===== src/rtl/tcc_pkg.sv =====
package tcc_pkg;
  typedef enum logic {
    GR_COMPARE = 1'b0,
    GR_CAPTURE = 1'b1
  } gr_mode_e;

  localparam int TCC_DEF_CNT_W = 16;
endpackage


===== src/rtl/tcc_capture_sync.sv =====
module tcc_capture_sync #(
  parameter int STAGES = 2
) (
  input  logic clk,
  input  logic rst_n,
  input  logic din,
  output logic rise
);
  localparam int DEPTH = STAGES + 1;

  logic [DEPTH-1:0] pipe_q;

  always_ff @(posedge clk) begin
    if (!rst_n) pipe_q <= '0;
    else        pipe_q <= {pipe_q[DEPTH-2:0], din};
  end

  assign rise = pipe_q[STAGES-1] & ~pipe_q[STAGES];
endmodule


===== src/rtl/tcc_flag_cell.sv =====
module tcc_flag_cell (
  input  logic clk,
  input  logic rst_n,
  input  logic set_evt,
  input  logic stat_rd,
  input  logic stat_wr,
  input  logic wr_bit,
  output logic flag,
  output logic armed
);
  logic zero_wr;
  logic clr_ok;

  assign zero_wr = stat_wr & ~wr_bit;
  assign clr_ok  = zero_wr & armed;

  always_ff @(posedge clk) begin
    if (!rst_n) begin
      flag  <= 1'b0;
      armed <= 1'b0;
    end else begin
      if (set_evt)     flag <= 1'b1;
      else if (clr_ok) flag <= 1'b0;
      if (zero_wr)             armed <= 1'b0;
      else if (stat_rd && flag) armed <= 1'b1;
    end
  end
endmodule


===== src/rtl/tmr_cc_channel.sv =====
module tmr_cc_channel #(
  parameter int CNT_W = tcc_pkg::TCC_DEF_CNT_W,
  parameter int NUM_GR = 2,
  parameter int SYNC_STAGES = 2,
  localparam int ADDR_W = $clog2(NUM_GR + 4)
) (
  input  logic              clk,
  input  logic              rst_n,
  input  logic              cnt_tick,
  input  logic [NUM_GR-1:0] cap_in,
  input  logic              bus_sel,
  input  logic              bus_wr,
  input  logic [ADDR_W-1:0] bus_addr,
  input  logic [CNT_W-1:0]  bus_wdata,
  output logic [CNT_W-1:0]  bus_rdata,
  output logic              irq
);
  import tcc_pkg::*;

  localparam int NF     = NUM_GR + 1;
  localparam int OVF    = NUM_GR;
  localparam int A_CNT  = 0;
  localparam int A_MODE = NUM_GR + 1;
  localparam int A_STAT = NUM_GR + 2;
  localparam int A_IEN  = NUM_GR + 3;

  function automatic logic [CNT_W:0] count_step(input logic [CNT_W-1:0] v);
    return {1'b0, v} + {{CNT_W{1'b0}}, 1'b1};
  endfunction

  logic rd_acc, wr_acc, wr_cnt, stat_rd, stat_wr;
  logic step, carry, ovf_evt;
  logic [CNT_W-1:0] cnt_q, cnt_nxt;
  logic [NUM_GR-1:0][CNT_W-1:0] gr_q;
  logic [NUM_GR-1:0] mode_q, cap_rise, cap_evt, cmp_evt;
  logic [NF-1:0] ien_q, set_evt, flags, arm;
  logic [CNT_W-1:0] rd_mux;

  assign rd_acc  = bus_sel & ~bus_wr;
  assign wr_acc  = bus_sel & bus_wr;
  assign wr_cnt  = wr_acc & (bus_addr == ADDR_W'(A_CNT));
  assign stat_rd = rd_acc & (bus_addr == ADDR_W'(A_STAT));
  assign stat_wr = wr_acc & (bus_addr == ADDR_W'(A_STAT));

  assign step              = cnt_tick & ~wr_cnt;
  assign {carry, cnt_nxt}  = count_step(cnt_q);
  assign ovf_evt           = step & carry;

  always_ff @(posedge clk) begin
    if (!rst_n)      cnt_q <= '0;
    else if (wr_cnt) cnt_q <= bus_wdata;
    else if (step)   cnt_q <= cnt_nxt;
  end

  always_ff @(posedge clk) begin
    if (!rst_n) begin
      mode_q <= '0;
      ien_q  <= '0;
    end else if (wr_acc) begin
      if (bus_addr == ADDR_W'(A_MODE)) mode_q <= bus_wdata[NUM_GR-1:0];
      if (bus_addr == ADDR_W'(A_IEN))  ien_q  <= bus_wdata[NF-1:0];
    end
  end

  for (genvar g = 0; g < NUM_GR; g++) begin : g_gr
    tcc_capture_sync #(.STAGES(SYNC_STAGES)) u_sync (
      .clk  (clk),
      .rst_n(rst_n),
      .din  (cap_in[g]),
      .rise (cap_rise[g])
    );

    assign cap_evt[g] = (gr_mode_e'(mode_q[g]) == GR_CAPTURE) & cap_rise[g];
    assign cmp_evt[g] = (gr_mode_e'(mode_q[g]) == GR_COMPARE) & step &
                        (cnt_nxt == gr_q[g]);

    always_ff @(posedge clk) begin
      if (!rst_n)
        gr_q[g] <= '0;
      else if (cap_evt[g])
        gr_q[g] <= cnt_q;
      else if (wr_acc && bus_addr == ADDR_W'(g + 1))
        gr_q[g] <= bus_wdata;
    end
  end

  assign set_evt = {ovf_evt, cap_evt | cmp_evt};

  for (genvar f = 0; f < NF; f++) begin : g_flag
    tcc_flag_cell u_flag (
      .clk    (clk),
      .rst_n  (rst_n),
      .set_evt(set_evt[f]),
      .stat_rd(stat_rd),
      .stat_wr(stat_wr),
      .wr_bit (bus_wdata[f]),
      .flag   (flags[f]),
      .armed  (arm[f])
    );
  end

  assign irq = |(flags & ien_q);

  always_comb begin
    rd_mux = '0;
    if (rd_acc) begin
      if (bus_addr == ADDR_W'(A_CNT))  rd_mux = cnt_q;
      if (bus_addr == ADDR_W'(A_MODE)) rd_mux[NUM_GR-1:0] = mode_q;
      if (bus_addr == ADDR_W'(A_STAT)) rd_mux[NF-1:0] = flags;
      if (bus_addr == ADDR_W'(A_IEN))  rd_mux[NF-1:0] = ien_q;
      for (int g = 0; g < NUM_GR; g++)
        if (bus_addr == ADDR_W'(g + 1)) rd_mux = gr_q[g];
    end
  end

  assign bus_rdata = rd_mux;

  localparam int UNUSED_OVF = OVF;
endmodule


===== config.mk =====
export PLATFORM = sky130hd
export DESIGN_NAME = tmr_cc_channel
export DESIGN_NICKNAME = d
export VERILOG_FILES = /design/src/rtl/tcc_pkg.sv /design/src/rtl/tcc_capture_sync.sv /design/src/rtl/tcc_flag_cell.sv /design/src/rtl/tmr_cc_channel.sv
export SDC_FILE = /design/constraint.sdc
export NUM_CORES = 1
export LEC_CHECK = 0
export ABC_AREA = 1
export BUFFER_PORTS_ARGS = -buffer_cell sky130_fd_sc_hd__buf_2
export CORE_UTILIZATION = 60
export CTS_BUF_LIST = sky130_fd_sc_hd__clkbuf_8
export CTS_CLUSTER_SIZE = 20
export DETAILED_ROUTE_END_ITERATION = 7
export HOLD_SLACK_MARGIN = 0.03
export PLACE_DENSITY = 0.88
export SYNTH_ARGS = -nofsm -noshare
export SYNTH_HDL_FRONTEND = slang
export SYNTH_HIERARCHICAL = 1
export SYNTH_SLANG_ARGS = --single-unit
export TNS_END_PERCENT = 100

===== constraint.sdc =====
create_clock -name clk -period 2.5 [get_ports clk]
set_input_delay 0.25 -clock clk [delete_from_list [all_inputs] [get_ports clk]]
set_output_delay 0.25 -clock clk [all_outputs]
set_load 0.005 [all_outputs]

==> results.json <==
{
  "outcome": "complete, no violations",
  "synthDominantCellAreaShare": 0.301,
  "synth_area_sq_mm": 0.00432,
  "core_area_sq_mm": 0.00687,
  "yosysSeqAreaShare": 0.301,
  "clkTransAtPathRegs_ns": 0.08,
  "max_freq_mhz": 431,
  "ys_async_sr_fraction": 0,
  "dr.first_iter.drc_count": 445,
  "vias_per_cell": 6.10,
  "cts.sinks": 65,
  "port_buffers": 42,
  "slew_headroom": 0.209,
  "ys_ff_latch": 65,
  "area.growth.synth_to_final_pct": 11.0,
  "crit_slowest_cell": "dfxtp_1",
  "synth_area_leaders": "dfxtp_1 (30%), nand2_1 (14%), nand3_1 (8.6%), inv_1 (8.0%), a31oi_1 (5.2%)",
  "cts_root_buf": "clkbuf_8",
  "finalHoldViolCount": 0,
  "grt_pass1_vias": 4594,
  "avgSynthCellArea_sq_um": 6.47,
  "h-tree-depth": 3,
  "fin_setup_tns_ns": 0,
  "min_period_ns": 2.32,
  "ys_warn_count": 6,
  "dr_total_vias": 4897,
  "grt_pass1_wl_microns": 21600,
  "pwr_density_cell_mw_per_mm2": 482,
  "ir_drop_uv": 298,
  "antenna_found_initial": 0,
  "crit_required_ns": 2.25,
  "startpoint_type": "flop",
  "fin_skew_ns": 0.0122,
  "synth_largest_area_cell": "dfxtp_1",
  "critPathMaxStageDelay_ns": 0.94,
  "initial_core_util": 0.629,
  "die_h_microns": 86.8,
  "finalWirelength_microns": 13300,
  "cts_buffers": 9,
  "design_area_sq_mm": 0.00479,
  "rsz0062_at_grt": "no",
  "synth_fp_nets": 695,
  "synth_flop_cell": "dfxtp_1",
  "wl_per_cell_microns": 16.6,
  "worstPathArrival_ns": 2.07,
  "synthCells": 668,
  "cp_max_fo": 20,
  "num_rows": 30,
  "cts_setup_buffers": 0,
  "gp_congestion": 0.980,
  "tightest_slew_ns": 1.19,
  "clockBufferDepth": 2,
  "overflow": 0,
  "die_area_sq_mm": 0.00754,
  "crit_chain": "o21ai_0, nand3_1, o221ai_1, a21oi_1, buf_2",
  "dr.pass1.iters": 5,
  "fin_crit_sh": 0.928,
  "cts_tree": "yes",
  "leakagePower_nw": 2.07,
  "drc_errors": 0,
  "critPathCaptureType": "primary output",
  "layout.nets": 729,
  "dpl_cell_area_sq_mm": 0.00458,
  "die_w_microns": 86.8,
  "crit_family": "flip-flops",
  "worstSkewPairLatency_ns": 0.35,
  "hold_path_class": "input port to flop",
  "grt_use_total": 0.371,
  "dp_hpwl_microns": 9260,
  "synth_edf_count": 0,
  "num_antenna_cells": 0,
  "grt_max_degree": 44,
  "path_buf_inv": 1,
  "drt.antenna.violating_nets": 0,
  "path_class": "flop to primary output",
  "max-cap-violations": 0,
  "final-setup-viol-count": 0,
  "num_io_pins": 43,
  "worst_hold_slack_ns": 0.0772,
  "slew_violations": 0,
  "ys_types": 35,
  "drive_gt1_frac": 0.136
}
==> worst reg2reg max path, stage by stage, from the launching register on <==
cell and delay (ns):
dfxtp_2 0.44, ha_1 0.26, nand3_1 0.19, o21ai_0 0.43, a21oi_1 0.14, a21oi_1 0.20
nand3_1 0.12, nor2_1 0.10, nand2_1 0.06, nand2_1 0.06, inv_1 0.05, a21oi_2 0.12
==> per-layer routing <==
layer  share of wire  global-route usage
met1            0.39               0.457
met2            0.47               0.620
met3            0.11              0.0714
met4           0.035               0.177
met5               0                   0
==> what timing repair did <==
| item | 4_1_cts | 5_1_grt |
|---|---|---|
| hold buffers | 0 | 0 |
| endpoints found under the setup margin | 0 | 2 |
| gates resized for setup | 0 | 2 |
==> sequential cells by signal (all words and copies together), names as in the netlist <==
register / flops
g_flag.u_flag/armed: 3
gr_q: 32
ien_q: 3
cnt_q: 16
g_gr.u_sync/pipe_q: 6
mode_q: 2
g_flag.u_flag/flag: 3
==> cells by family after synthesis <==
| kind of cell | synth area share |
|---|---|
| DFF | 0.301 |
| AOI/OAI and AO/OA | 0.220 |
| adders and majority gates | 0.00290 |
| xor gates and xnor gates | 0.0403 |
| buffers and inverters | 0.121 |
| and+or+nand+nor | 0.315 |
==> report_power, final <==
part,internal [mW],switching (mW)
registers,1.06,0.0323
clock network,0.489,0.442
logic,0.0988,0.186
==> cell usage in the layout, fill, tap and decap left out, types with 2 or more instances in the layout <==
| cell type | n |
|---|---|
| nor2_2 | 5 |
| a21oi_1 | 15 |
| o211ai_1 | 14 |
| inv_2 | 3 |
| nand4_1 | 6 |
| nor3_1 | 3 |
| a21oi_2 | 3 |
| clkinvlp_4 | 3 |
| o21ai_0 | 45 |
| a211oi_1 | 18 |
| clkbuf_8 | 10 |
| o221ai_1 | 12 |
| o21ai_1 | 2 |
| nor2_4 | 5 |
| xnor3_1 | 5 |
| nor2_1 | 47 |
| inv_1 | 92 |
| o22ai_1 | 3 |
| nand3_1 | 74 |
| nand2_2 | 3 |
| nand2_1 | 165 |
| xor2_1 | 7 |
| a31oi_1 | 36 |
| buf_2 | 42 |
| dfxtp_1 | 64 |
| buf_4 | 13 |
==> cells in the mapped netlist (4+ instances only) <==
cell	n
a211oi_1	18
a21oi_1	15
a31oi_1	36
buf_2	10
buf_4	6
clkbuf_1	14
dfxtp_1	65
inv_1	92
nand2_1	165
nand3_1	74
nand4_1	6
nor2_1	47
nor2_2	6
nor2_4	4
o211ai_1	14
o21ai_0	45
o221ai_1	12
xnor3_1	5
xor2_1	7
==> cell type report <==
class / count / area (sq um)
timing repair buffer: 55 / 308
multi-input combinational: 476 / 2500
tap: 96 / 120
clock inverter: 6 / 66.3
clock buffer: 10 / 138
fill: 582 / 2080
sequential: 65 / 1300
inverter: 95 / 357
==> path summary, 6_finish.rpt <==
| check | endpoint | depth (start not counted) | slack [ns] | from |
|---|---|---|---|---|
| setup / recovery | bus_rdata[0] | 5 | 0.18 | mode_q[0] |
| hold / removal | g_gr[0].u_sync/pipe_q[0] | 3 | 0.08 | cap_in[0] |
| setup reg to reg | g_flag[1].u_flag/flag | 11 | 0.29 | cnt_q[0] |
| hold reg to reg | g_gr[0].u_sync/pipe_q[1] | 2 | 0.41 | g_gr[0].u_sync/pipe_q[0] |
==> stage by stage <==
stage	instances	utilization	setup slack, ns	total power [mW]
after detailed placement	787	0.667	0.190	1.39
after CTS	803	0.697	0.167	2.30
after global placement	787	0.667	0.224	1.38
after global routing	803	0.698	0.0560	2.38
after floorplan	668	-	0.724	1.29
final	803	0.698	0.179	2.31
No activity file was read; power rests on OpenSTA's default activity.
